## src/rtl/mdu_pkg.sv

```systemverilog
package mdu_pkg;

  localparam int DATA_W = 9;

  typedef enum logic [2:0] {
    S_IDLE,
    S_START,
    S_DATA,
    S_PAR,
    S_STOP
  } frame_st_e;

  // Bit positions match the line format register layout.
  typedef struct packed {
    logic       nine;
    logic       par_odd;
    logic       par_en;
    logic       stop2;
    logic [1:0] len;
  } line_cfg_t;

  localparam int CFG_W = $bits(line_cfg_t);

  localparam logic [2:0] RA_DATA = 3'd0;
  localparam logic [2:0] RA_LINE = 3'd1;
  localparam logic [2:0] RA_DIV  = 3'd2;
  localparam logic [2:0] RA_MASK = 3'd3;
  localparam logic [2:0] RA_STAT = 3'd4;
  localparam logic [2:0] RA_NODE = 3'd5;

  // Number of data bits carried by one character.
  function automatic logic [3:0] char_bits(input line_cfg_t c);
    return c.nine ? 4'd9 : (4'd5 + {2'b00, c.len});
  endfunction

  // Mask selecting the valid data bits of a character.
  function automatic logic [DATA_W-1:0] char_mask(input line_cfg_t c);
    return {DATA_W{1'b1}} >> (4'd9 - char_bits(c));
  endfunction

  // Parity bit value to send (or expect) for a character.
  function automatic logic parity_of(input logic [DATA_W-1:0] d, input line_cfg_t c);
    return (^(d & char_mask(c))) ^ c.par_odd;
  endfunction

endpackage

```

## src/rtl/mdu_baud.sv

```systemverilog
module mdu_baud #(
  parameter int DIV_W = 16
) (
  input  logic             clk,
  input  logic             rst_n,
  input  logic [DIV_W-1:0] div,
  output logic             tick
);

  logic [DIV_W-1:0] cnt;

  assign tick = (cnt >= div);

  always_ff @(posedge clk or negedge rst_n) begin
    if (!rst_n)    cnt <= '0;
    else if (tick) cnt <= '0;
    else           cnt <= cnt + 1'b1;
  end


  tick_space_chk: assert property (@(posedge clk) disable iff (!rst_n)
    (tick && (div != '0)) |=> (!tick || (div == '0)));

endmodule

```

## src/rtl/mdu_tx.sv

```systemverilog
module mdu_tx
  import mdu_pkg::*;
#(
  parameter int DW = DATA_W
) (
  input  logic          clk,
  input  logic          rst_n,
  input  logic          tick,
  input  line_cfg_t     cfg,
  input  logic          hold_full,
  input  logic [DW-1:0] hold_data,
  output logic          take,
  output logic          txd,
  output logic          busy
);

  frame_st_e     st;
  logic [3:0]    tcnt;
  logic [3:0]    bidx;
  logic [DW-1:0] shr;
  logic          par_q;
  logic          stop_more;
  line_cfg_t     cfg_q;

  logic bit_end;
  logic last_stop;

  assign bit_end   = tick && (tcnt == 4'd15);
  assign last_stop = (st == S_STOP) && bit_end && !stop_more;
  assign take      = hold_full && ((st == S_IDLE) || last_stop);
  assign busy      = (st != S_IDLE);

  always_comb begin
    case (st)
      S_START: txd = 1'b0;
      S_DATA:  txd = shr[0];
      S_PAR:   txd = par_q;
      default: txd = 1'b1;
    endcase
  end

  always_ff @(posedge clk or negedge rst_n) begin
    if (!rst_n) begin
      st        <= S_IDLE;
      tcnt      <= '0;
      bidx      <= '0;
      shr       <= '0;
      par_q     <= 1'b0;
      stop_more <= 1'b0;
      cfg_q     <= '0;
    end else begin
      if ((st != S_IDLE) && tick) tcnt <= tcnt + 1'b1;
      if (take) begin
        st    <= S_START;
        tcnt  <= '0;
        shr   <= hold_data & char_mask(cfg);
        par_q <= parity_of(hold_data, cfg);
        cfg_q <= cfg;
      end else if (bit_end) begin
        case (st)
          S_START: begin
            st   <= S_DATA;
            bidx <= '0;
          end
          S_DATA: begin
            shr <= shr >> 1;
            if (bidx == char_bits(cfg_q) - 4'd1) begin
              st        <= cfg_q.par_en ? S_PAR : S_STOP;
              stop_more <= cfg_q.stop2;
            end else begin
              bidx <= bidx + 1'b1;
            end
          end
          S_PAR: begin
            st        <= S_STOP;
            stop_more <= cfg_q.stop2;
          end
          S_STOP: begin
            if (stop_more) stop_more <= 1'b0;
            else           st        <= S_IDLE;
          end
          default: st <= S_IDLE;
        endcase
      end
    end
  end


  start_low_chk: assert property (@(posedge clk) disable iff (!rst_n)
    take |=> ((st == S_START) && !txd));


  idle_high_chk: assert property (@(posedge clk) disable iff (!rst_n)
    (last_stop && !hold_full) |=> (txd && !busy));

endmodule

```

## src/rtl/mdu_rx.sv

```systemverilog
module mdu_rx
  import mdu_pkg::*;
#(
  parameter int DW = DATA_W
) (
  input  logic          clk,
  input  logic          rst_n,
  input  logic          tick,
  input  line_cfg_t     cfg,
  input  logic          rxd,
  input  logic [7:0]    node,
  input  logic          rearm,
  output logic          fr_end,
  output logic          fr_acc,
  output logic [DW-1:0] fr_data,
  output logic          fr_pe,
  output logic          fr_fe
);

  logic [2:0]    sync;
  logic          rx_s;
  logic          rx_prev;
  frame_st_e     st;
  logic [3:0]    tcnt;
  logic [3:0]    bidx;
  logic [DW-1:0] shr;
  logic          par_rx;
  line_cfg_t     cfg_q;
  logic          waiting;

  logic mid_start;
  logic sample;
  logic is_addr;
  logic addr_hit;
  logic accept;

  assign rx_s      = sync[1];
  assign rx_prev   = sync[2];
  assign mid_start = tick && (tcnt == 4'd7);
  assign sample    = tick && (tcnt == 4'd15);
  assign is_addr   = cfg_q.nine && shr[8];
  assign addr_hit  = (shr[7:0] == node);
  assign accept    = !cfg_q.nine ? 1'b1 : (is_addr ? addr_hit : !waiting);

  always_ff @(posedge clk or negedge rst_n) begin
    if (!rst_n) sync <= 3'b111;
    else        sync <= {sync[1:0], rxd};
  end

  always_ff @(posedge clk or negedge rst_n) begin
    if (!rst_n) begin
      st      <= S_IDLE;
      tcnt    <= '0;
      bidx    <= '0;
      shr     <= '0;
      par_rx  <= 1'b0;
      cfg_q   <= '0;
      waiting <= 1'b1;
      fr_end  <= 1'b0;
      fr_acc  <= 1'b0;
      fr_data <= '0;
      fr_pe   <= 1'b0;
      fr_fe   <= 1'b0;
    end else begin
      fr_end <= 1'b0;
      fr_acc <= 1'b0;
      if (rearm) waiting <= 1'b1;
      if ((st != S_IDLE) && tick) tcnt <= tcnt + 1'b1;
      case (st)
        S_IDLE: begin
          if (rx_prev && !rx_s) begin
            st    <= S_START;
            tcnt  <= '0;
            cfg_q <= cfg;
          end
        end
        S_START: begin
          if (mid_start) begin
            if (!rx_s) begin
              st   <= S_DATA;
              tcnt <= '0;
              bidx <= '0;
              shr  <= '0;
            end else begin
              st <= S_IDLE;
            end
          end
        end
        S_DATA: begin
          if (sample) begin
            shr[bidx] <= rx_s;
            if (bidx == char_bits(cfg_q) - 4'd1) st <= cfg_q.par_en ? S_PAR : S_STOP;
            else                                  bidx <= bidx + 1'b1;
          end
        end
        S_PAR: begin
          if (sample) begin
            par_rx <= rx_s;
            st     <= S_STOP;
          end
        end
        S_STOP: begin
          if (sample) begin
            st      <= S_IDLE;
            fr_end  <= 1'b1;
            fr_fe   <= !rx_s;
            fr_pe   <= cfg_q.par_en && (par_rx != parity_of(shr, cfg_q));
            fr_data <= shr;
            fr_acc  <= accept;
            if (is_addr) waiting <= !addr_hit;
          end
        end
        default: st <= S_IDLE;
      endcase
    end
  end


  stop_low_chk: assert property (@(posedge clk) disable iff (!rst_n)
    (sample && (st == S_STOP) && !rx_s) |=> (fr_end && fr_fe));


  addr_match_chk: assert property (@(posedge clk) disable iff (!rst_n)
    (fr_acc && cfg_q.nine && fr_data[8]) |-> (fr_data[7:0] == node));

endmodule

```

## src/rtl/mdu_uart.sv

```systemverilog
module mdu_uart
  import mdu_pkg::*;
#(
  parameter int DIV_W = 16,
  parameter int BUS_W = 16
) (
  input  logic             clk,
  input  logic             rst_n,
  input  logic             bus_sel,
  input  logic             bus_wr,
  input  logic [2:0]       bus_addr,
  input  logic [BUS_W-1:0] bus_wdata,
  output logic [BUS_W-1:0] bus_rdata,
  output logic             tx_o,
  input  logic             rx_i,
  output logic             irq_tx,
  output logic             irq_rx
);

  line_cfg_t         line_q;
  logic [DIV_W-1:0]  div_q;
  logic [1:0]        mask_q;
  logic [7:0]        node_q;
  logic [DATA_W-1:0] thr;
  logic              thr_full;
  logic [DATA_W-1:0] rbr;
  logic              rbr_full;
  logic              pe_q;
  logic              fe_q;
  logic              ovr_q;

  logic              tick;
  logic              tx_take;
  logic              tx_busy;
  logic              fr_end;
  logic              fr_acc;
  logic [DATA_W-1:0] fr_data;
  logic              fr_pe;
  logic              fr_fe;

  logic wr_any;
  logic rd_any;
  logic wr_data;
  logic wr_line;
  logic wr_mask;
  logic rd_data;
  logic rd_stat;
  logic [5:0] stat_vec;

  assign wr_any  = bus_sel && bus_wr;
  assign rd_any  = bus_sel && !bus_wr;
  assign wr_data = wr_any && (bus_addr == RA_DATA);
  assign wr_line = wr_any && (bus_addr == RA_LINE);
  assign wr_mask = wr_any && (bus_addr == RA_MASK);
  assign rd_data = rd_any && (bus_addr == RA_DATA);
  assign rd_stat = rd_any && (bus_addr == RA_STAT);

  assign stat_vec = {ovr_q, fe_q, pe_q, !tx_busy, !thr_full, rbr_full};

  mdu_baud #(.DIV_W(DIV_W)) u_baud (
    .clk   (clk),
    .rst_n (rst_n),
    .div   (div_q),
    .tick  (tick)
  );

  mdu_tx #(.DW(DATA_W)) u_tx (
    .clk       (clk),
    .rst_n     (rst_n),
    .tick      (tick),
    .cfg       (line_q),
    .hold_full (thr_full),
    .hold_data (thr),
    .take      (tx_take),
    .txd       (tx_o),
    .busy      (tx_busy)
  );

  mdu_rx #(.DW(DATA_W)) u_rx (
    .clk     (clk),
    .rst_n   (rst_n),
    .tick    (tick),
    .cfg     (line_q),
    .rxd     (rx_i),
    .node    (node_q),
    .rearm   (wr_line),
    .fr_end  (fr_end),
    .fr_acc  (fr_acc),
    .fr_data (fr_data),
    .fr_pe   (fr_pe),
    .fr_fe   (fr_fe)
  );

  always_ff @(posedge clk or negedge rst_n) begin
    if (!rst_n) begin
      line_q <= '0;
      div_q  <= '0;
      mask_q <= '0;
      node_q <= '0;
    end else if (wr_any) begin
      case (bus_addr)
        RA_LINE: line_q <= bus_wdata[CFG_W-1:0];
        RA_DIV:  div_q  <= bus_wdata[DIV_W-1:0];
        RA_MASK: mask_q <= bus_wdata[1:0];
        RA_NODE: node_q <= bus_wdata[7:0];
        default: ;
      endcase
    end
  end

  always_ff @(posedge clk or negedge rst_n) begin
    if (!rst_n) begin
      thr      <= '0;
      thr_full <= 1'b0;
    end else if (wr_data) begin
      thr      <= bus_wdata[DATA_W-1:0];
      thr_full <= 1'b1;
    end else if (tx_take) begin
      thr_full <= 1'b0;
    end
  end

  always_ff @(posedge clk or negedge rst_n) begin
    if (!rst_n) begin
      rbr      <= '0;
      rbr_full <= 1'b0;
      ovr_q    <= 1'b0;
      pe_q     <= 1'b0;
      fe_q     <= 1'b0;
    end else begin
      if (fr_acc && (!rbr_full || rd_data)) begin
        rbr      <= fr_data;
        rbr_full <= 1'b1;
      end else if (rd_data) begin
        rbr_full <= 1'b0;
      end
      if (fr_acc && rbr_full && !rd_data) ovr_q <= 1'b1;
      else if (rd_stat)                   ovr_q <= 1'b0;
      if (fr_end && fr_pe) pe_q <= 1'b1;
      else if (rd_stat)    pe_q <= 1'b0;
      if (fr_end && fr_fe) fe_q <= 1'b1;
      else if (rd_stat)    fe_q <= 1'b0;
    end
  end

  always_comb begin
    case (bus_addr)
      RA_DATA: bus_rdata = BUS_W'(rbr);
      RA_LINE: bus_rdata = BUS_W'(line_q);
      RA_DIV:  bus_rdata = BUS_W'(div_q);
      RA_MASK: bus_rdata = BUS_W'(mask_q);
      RA_STAT: bus_rdata = BUS_W'(stat_vec);
      RA_NODE: bus_rdata = BUS_W'(node_q);
      default: bus_rdata = '0;
    endcase
  end

  assign irq_tx = mask_q[0] && !thr_full;
  assign irq_rx = mask_q[1] && rbr_full;


  ovr_keep_chk: assert property (@(posedge clk) disable iff (!rst_n)
    (fr_acc && rbr_full && !rd_data) |=> (ovr_q && $stable(rbr)));


  rbr_load_chk: assert property (@(posedge clk) disable iff (!rst_n)
    $rose(rbr_full) |-> $past(fr_acc));


  irq_tx_fall_chk: assert property (@(posedge clk) disable iff (!rst_n)
    $fell(irq_tx) |-> $past(wr_data || wr_mask));

endmodule

```

## config.mk

```make
export PLATFORM = sky130hd
export DESIGN_NAME = mdu_uart
export DESIGN_NICKNAME = d
export VERILOG_FILES = /design/src/rtl/mdu_pkg.sv /design/src/rtl/mdu_baud.sv /design/src/rtl/mdu_tx.sv /design/src/rtl/mdu_rx.sv /design/src/rtl/mdu_uart.sv
export SDC_FILE = /design/constraint.sdc
export NUM_CORES = 1
export LEC_CHECK = 0
export ABC_CLOCK_PERIOD_IN_PS = 3900
export BUFFER_PORTS_ARGS = -buffer_cell sky130_fd_sc_hd__buf_2
export CAP_MARGIN = 25
export CORE_ASPECT_RATIO = 0.5
export CORE_MARGIN = 4
export CORE_UTILIZATION = 25
export CTS_BUF_LIST = sky130_fd_sc_hd__clkbuf_2 sky130_fd_sc_hd__clkbuf_4 sky130_fd_sc_hd__clkbuf_8
export DETAILED_ROUTE_END_ITERATION = 8
export PLACE_DENSITY = 0.36
export SKIP_LAST_GASP = 1
export SLEW_MARGIN = 40
export SYNTH_ARGS = -nofsm -noshare
export SYNTH_HDL_FRONTEND = slang
export SYNTH_SLANG_ARGS = --single-unit
```

## constraint.sdc

```tcl
create_clock -name clk -period 3.9 [get_ports clk]
set_input_delay 0.78 -clock clk [delete_from_list [all_inputs] [get_ports clk]]
set_output_delay 0.78 -clock clk [all_outputs]
set_load 0.01 [all_outputs]
```

### Yosys cells after proc, flatten, opt, wreduce, memory -nomap -nowiden

Cells that the tools add are included.

| operators by class | value |
|---|---|
| add/sub/neg operators | 12 |
| $lt $le $gt $ge | 3 |
| equality and inequality tests | 32 |
| shifts and indexed selects | 2 |
| muxes and demuxes | 65 |
| bitwise operators | 5 |
| reductions and logical operators | 68 |

Operator list:

| kind | count |
|---|---|
| $pmux W16 S6 | 1 |
| $mux W4 | 14 |
| $mux W9 | 6 |
| $mux W3 | 12 |
| $logic_and A1 B1 Y1 | 25 |
| $pmux W4 S2 | 3 |
| $mux W1 | 20 |
| $reduce_bool A2 Y1 | 10 |
| $and A9 B9 Y9 | 2 |
| $eq A3 B2 Y1 const B | 6 |
| $pmux W9 S2 | 1 |
| $reduce_xor A9 Y1 | 2 |
| $shr A9 B4 Y9 const A | 2 |
| $add A16 B1 Y16 const B | 1 |
| $add A4 B1 Y4 const B | 4 |
| $ge A16 B16 Y1 | 1 |
| $mux W16 | 1 |
| $reduce_and A2 Y1 | 8 |
| $pmux W3 S5 | 1 |
| $ne A2 B1 Y1 const B | 7 |
| $add A3 B2 Y4 const A | 3 |
| $eq A3 B3 Y1 const B | 4 |
| $pmux W3 S4 | 1 |
| $reduce_and A4 Y1 | 3 |
| other kinds (26) | 49 |

| storage, ports and cells | value |
|---|---|
| register bits | 141 |
| input port bits | 24 |
| output and inout port bits | 19 |
| word-level logic and storage cells | 229 |

### Longest topological paths before layout

| logic depth | value |
|---|---|
| depth after elaboration | 9 |
| mapped depth | 11 |
| depth with buffers taken out | 11 |

### Cells and area by module

Synthesis repeated with hierarchy kept, for this count alone.

| unflattened totals | value |
|---|---|
| cell total of the unflattened synthesis | 744 |
| area, all modules | 7,960.1 µm² |

Modules (own cells, without submodules):

| module | times used | cells each | area an instance (µm²) | seq. area each (µm²) |
|---|---|---|---|---|
| mdu_uart | 1 | 190 | 2,625.0 | 1,376.3 |
| mdu_rx | 1 | 252 | 2,433.6 | 1,081.0 |
| mdu_tx | 1 | 172 | 1,641.6 | 675.6 |
| mdu_baud | 1 | 130 | 1,260.0 | 400.4 |

### Worst setup path before layout

OpenSTA, ideal clock, no wires.

| path | value |
|---|---|
| path kind | input port to output port |
| start | input port bus_addr[2] |
| end | output port bus_rdata[3] |
| arrival time | 2.008 ns |
| data required time | 3.120 ns |
| slack | 1.112 ns |
| stages on the path | 6 |
| path buffers | 2 |
| cell sequence | clkbuf_1 -> buf_1 -> mux2i_1 -> nor2_1 -> a21oi_1 -> o22ai_1 |

| on the way | value |
|---|---|
| cells in the longest elaborated chain, start to end | 2 |
| elaborated cells between the ends (all ways) | 7 |
| classes of those cells | eq/ne: 5; mux: 1; reduce/logical: 1 |

Ends and longest elaborated chain:

| item | RTL line | RTL |
|---|---|---|
| from (decl) | mdu_uart.sv:11 | `input logic [2:0] bus_addr,` |
| $eq A3 B3 Y1, or another cell as far along | mdu_uart.sv:147 | `case (bus_addr)` |
| $pmux W16 S6 (*) | mdu_uart.sv:147 |  |
| to (decl) | mdu_uart.sv:13 | `output logic [BUS_W-1:0] bus_rdata,` |

Mark *: on every way between the ends. The rest lies on a longest branch, timed or not.

### Final worst setup path

| path | value |
|---|---|
| start | register u_baud.cnt[0] |
| end | register u_tx.stop_more |

| on the way | value |
|---|---|
| cells in the longest elaborated chain, start to end | 8 |

Ends and longest elaborated chain:

| item | RTL line | RTL |
|---|---|---|
| from (decl) | mdu_baud.sv:10 | `logic [DIV_W-1:0] cnt;` |
| from (signal assigned) | mdu_baud.sv:17 | `else cnt <= cnt + 1'b1;` |
| $ge A16 B16 Y1 (*) | mdu_baud.sv:12 | `assign tick = (cnt >= div);` |
| $logic_and A1 B1 Y1 (*) | mdu_tx.sv:28 | `assign bit_end = tick && (tcnt == 4'd15);` |
| $logic_and A1 B1 Y1 (2 in a row) | mdu_tx.sv:29 | `assign last_stop = (st == S_STOP) && bit_end && !stop_more;` |
| $logic_or A1 B1 Y1 | mdu_tx.sv:30 | `assign take = hold_full && ((st == S_IDLE) \|\| last_stop);` |
| $logic_and A1 B1 Y1 | mdu_tx.sv:30 |  |
| $not A1 Y1 (no source line) | -- |  |
| $reduce_and A4 Y1 (no source line) (*) | -- |  |
| to (signal assigned) | mdu_tx.sv:69 | `stop_more <= cfg_q.stop2;` |
| to (signal assigned) | mdu_tx.sv:76 | `stop_more <= cfg_q.stop2;` |
| to (decl) | mdu_tx.sv:22 | `logic stop_more;` |

Marked as above.
A chain may end at the register's enable or synchronous reset.

==> impl_metrics.toml <==
[layout]
num_antenna_cells = 0
finalNonFillerCells = 1247
syn2layout_area_growth_pct = 15.7
fillers = 3178
nets = 895
drive_above_1_share = 0.175

[cts]
htreeDepth = 4
clkSlewWorstSetupHoldPaths_ns = 0.08
clock_latency_ns = 0.47
cts-buffers-inserted = 17
ctsHoldBuffers = 0
cts_resized = 0
cts_tree = "built"
cts_setup_buffers = 0
cts_max_path_buffers = 2
clockRootBuffer = "clkbuf_8"
cts.sinks = 141

[drt]
ant_nets = 0
drt_pass1_iterations = 8
wirelength_mm = 21.0
vias_per_cell = 4.68
drc = 0
drt_iter0_drc = 362
avgRoutedWirePerCell_um = 16.8
vias = 5834

[worst_setup_path]
worst_ep_required_time_ns = 4.26
cp-start-kind = "flip-flop"
cp.arrival_ns = 3.43
reg2reg_slack_ns = 0.83
timing.rr.end = "u_tx.stop_more"
worstRegToRegCells = 9
critical_path.top_delay_family = "compound AO/OA/AOI/OAI gates"
cp.buffers_inverters = 1
timing.critical_path.slowest_stage_cell = "a2111o_1"
criticalPathCategory = "flip-flop to flip-flop"
reg2reg_from = "u_baud.cnt[0]"
max_stage_delay_ns = 0.54
path_cells = "inv_1 -> ha_1 -> nand2b_4 -> a2111oi_2 -> o31ai_1 -> a2111o_1 -> a31o_2 -> a2111oi_4 -> mux2_1"
path_max_fanout = 23
endpoint_kind = "flip-flop"

[logic_synthesis]
ys_async_sr_fraction = 1.00
syn_area_um2 = 7670
synth_area_leader_cell = "dfrtp_1"
synth_cell_types = 59
yosysTopAreaCellShare = 0.447
ys_seq_area_frac = 0.461
syn_area_per_cell_um2 = 9.65
synth_edf_count = 0
synth_fp_nets = 854
synth_ff_type = "dfrtp_1"
synth_area_leaders = "dfrtp_1 (45%), mux2_2 (6.3%), ha_1 (5.7%)"
syn_inst = 795
synth_warnings = 0
synth-seq-cells = 141

[power_and_ir_drop]
comb_power_share = 0.210
vdd_drop_max_uv = 214
power.leakage_nw = 4.07
finalPower_w = 0.00419
p_switching_w = 0.00128
p_int_w = 0.00291
swShare = 0.305
power_density_nw_per_um2 = 472
seqPwrFrac = 0.433
p_clk_frac = 0.357

[job]
cap_violations = 0

[timing]
min_period_over_period = 0.788
slew_headroom = 0.513
final_hold_viol_count = 0
rsz0062_at_grt = "no"
finClkSkew_ns = 0.0127
whs_ns = 0.297
fmax_mhz = 326
fin_setup_tns_ns = 0
worst_pin_slew_ns = 0.729
maxSlewViolCount = 0
min_period_ns = 3.07
finalSetupViolations = 0
setup_ws_ns = 0.828

[placement]
portBuffers = 42
dp_hpwl_mm = 15.3
dp_worst_setup_slack_ns = 0.779
gp_congestion = 0.767
dpl.cell_count = 1216

[die]
start_util = 0.253
die_x_um = 256
num_rows = 45
dieArea_um2 = 33700
die_y_um = 132
coreArea_um2 = 30300
io_pins = 43

[grt]
grt_max_degree = 62
gr-usage-all-layers = 0.128
overflow = 0
grt_pass1_wl_mm = 33.9
antenna_found_initial = 0
first_global_vias = 5776

[hold_path]
hp-class = "input pin to asynchronous set/reset pin"

[outcome]
outcome = "finished, final reports clean"
[layout make-up]
| class | count | area, µm² | share of cell area |
|---|---|---|---|
| multi-input combinational | 582 | 3870 | 0.436 |
| sequential | 141 | 3530 | 0.398 |
| tap | 399 | 499 | 0.0563 |
| timing repair buffer | 55 | 327 | 0.0368 |
| clock buffer | 21 | 289 | 0.0326 |
| clock inverter | 10 | 209 | 0.0235 |
| inverter | 39 | 146 | 0.0165 |
[cells by family (layout without fill, tap and decap cells)]
group,count (synthesis),count (layout),synth area share
DFF,141,141,0.461
muxes,65,65,0.0936
xor gates and xnor gates,49,49,0.0559
buffers and inverters,72,125,0.0357
AOI/OAI and AO/OA,153,153,0.124
and+or+nand+nor,279,279,0.171
adders and majority gates,36,36,0.0584
[how the worst max path moves through the flow]
stage,from,endpoint,depth (start not counted)
2_1_floorplan,bus_addr[2],bus_rdata[3],6
3_3_place_gp,u_baud.cnt[0],u_tx.stop_more,9
3_5_place_dp,u_baud.cnt[0],u_tx.stop_more,9
4_1_cts,u_baud.cnt[0],u_tx.stop_more,9
5_1_grt,div_q[6],u_tx.stop_more,9
6_report,u_baud.cnt[0],u_tx.stop_more,9
[per-stage QoR]
step | cell area (µm²) | utilization
2_1_floorplan | 7670 | -
3_3_place_gp | 8380 | 0.277
3_5_place_dp | 8380 | 0.277
4_1_cts | 8870 | 0.293
5_1_grt | 8870 | 0.293
6_report | 8870 | 0.293
[per-layer routing]
layer	vias to the layer above	routed length, µm	track usage
met2	59	9280	0.194
met3	10	505	0.0311
met4	0	178	0.0313
li1	2856	-	-
met1	2909	11000	0.185
met5	-	0	0
[power groups by stage]
| stage | Combinational, W | Clock [W] | Sequential [W] |
|---|---|---|---|
| after floorplan | 0.000673 | 0 | 0.00176 |
| after global placement | 0.000883 | 0 | 0.00185 |
| after detailed placement | 0.000892 | 0 | 0.00184 |
| after CTS | 0.000896 | 0.00156 | 0.00182 |
| after global routing | 0.00102 | 0.00162 | 0.00184 |
| final | 0.000880 | 0.00150 | 0.00181 |
[cells in the mapped netlist (17+ instances only)]
master      n
nand2_1    91
nor2_1     74
clkbuf_1   25
ha_1       35
o21ai_0    70
mux2i_1    20
nand3_1    29
xnor2_1    34
inv_1      39
nand4_1    17
mux2_2     43
dfrtp_1   137
a21oi_1    27
[flip-flops by register name (all words and copies together), names as in the netlist, 8 cells and up]
register,cells
div_q,16
node_q,8
rbr,9
thr,9
u_baud.cnt,16
u_rx.fr_data,9
u_rx.shr,9
u_tx.shr,9
[cells in the final DEF (no fill, tap or decap), types with 8 or more instances in the layout]
master / instances
and3_1: 8
nor3_1: 9
nor2b_1: 10
clkbuf_8: 21
nor2_1: 73
buf_2: 41
o21ai_0: 70
xnor2_1: 34
inv_1: 39
dfrtp_1: 137
nand4_1: 17
ha_1: 35
buf_4: 12
a21oi_1: 27
nand3_1: 29
nand2b_1: 11
nand2_1: 91
mux2i_1: 20
xor2_1: 15
mux2_2: 43
Power figures use the tool's default switching activity.
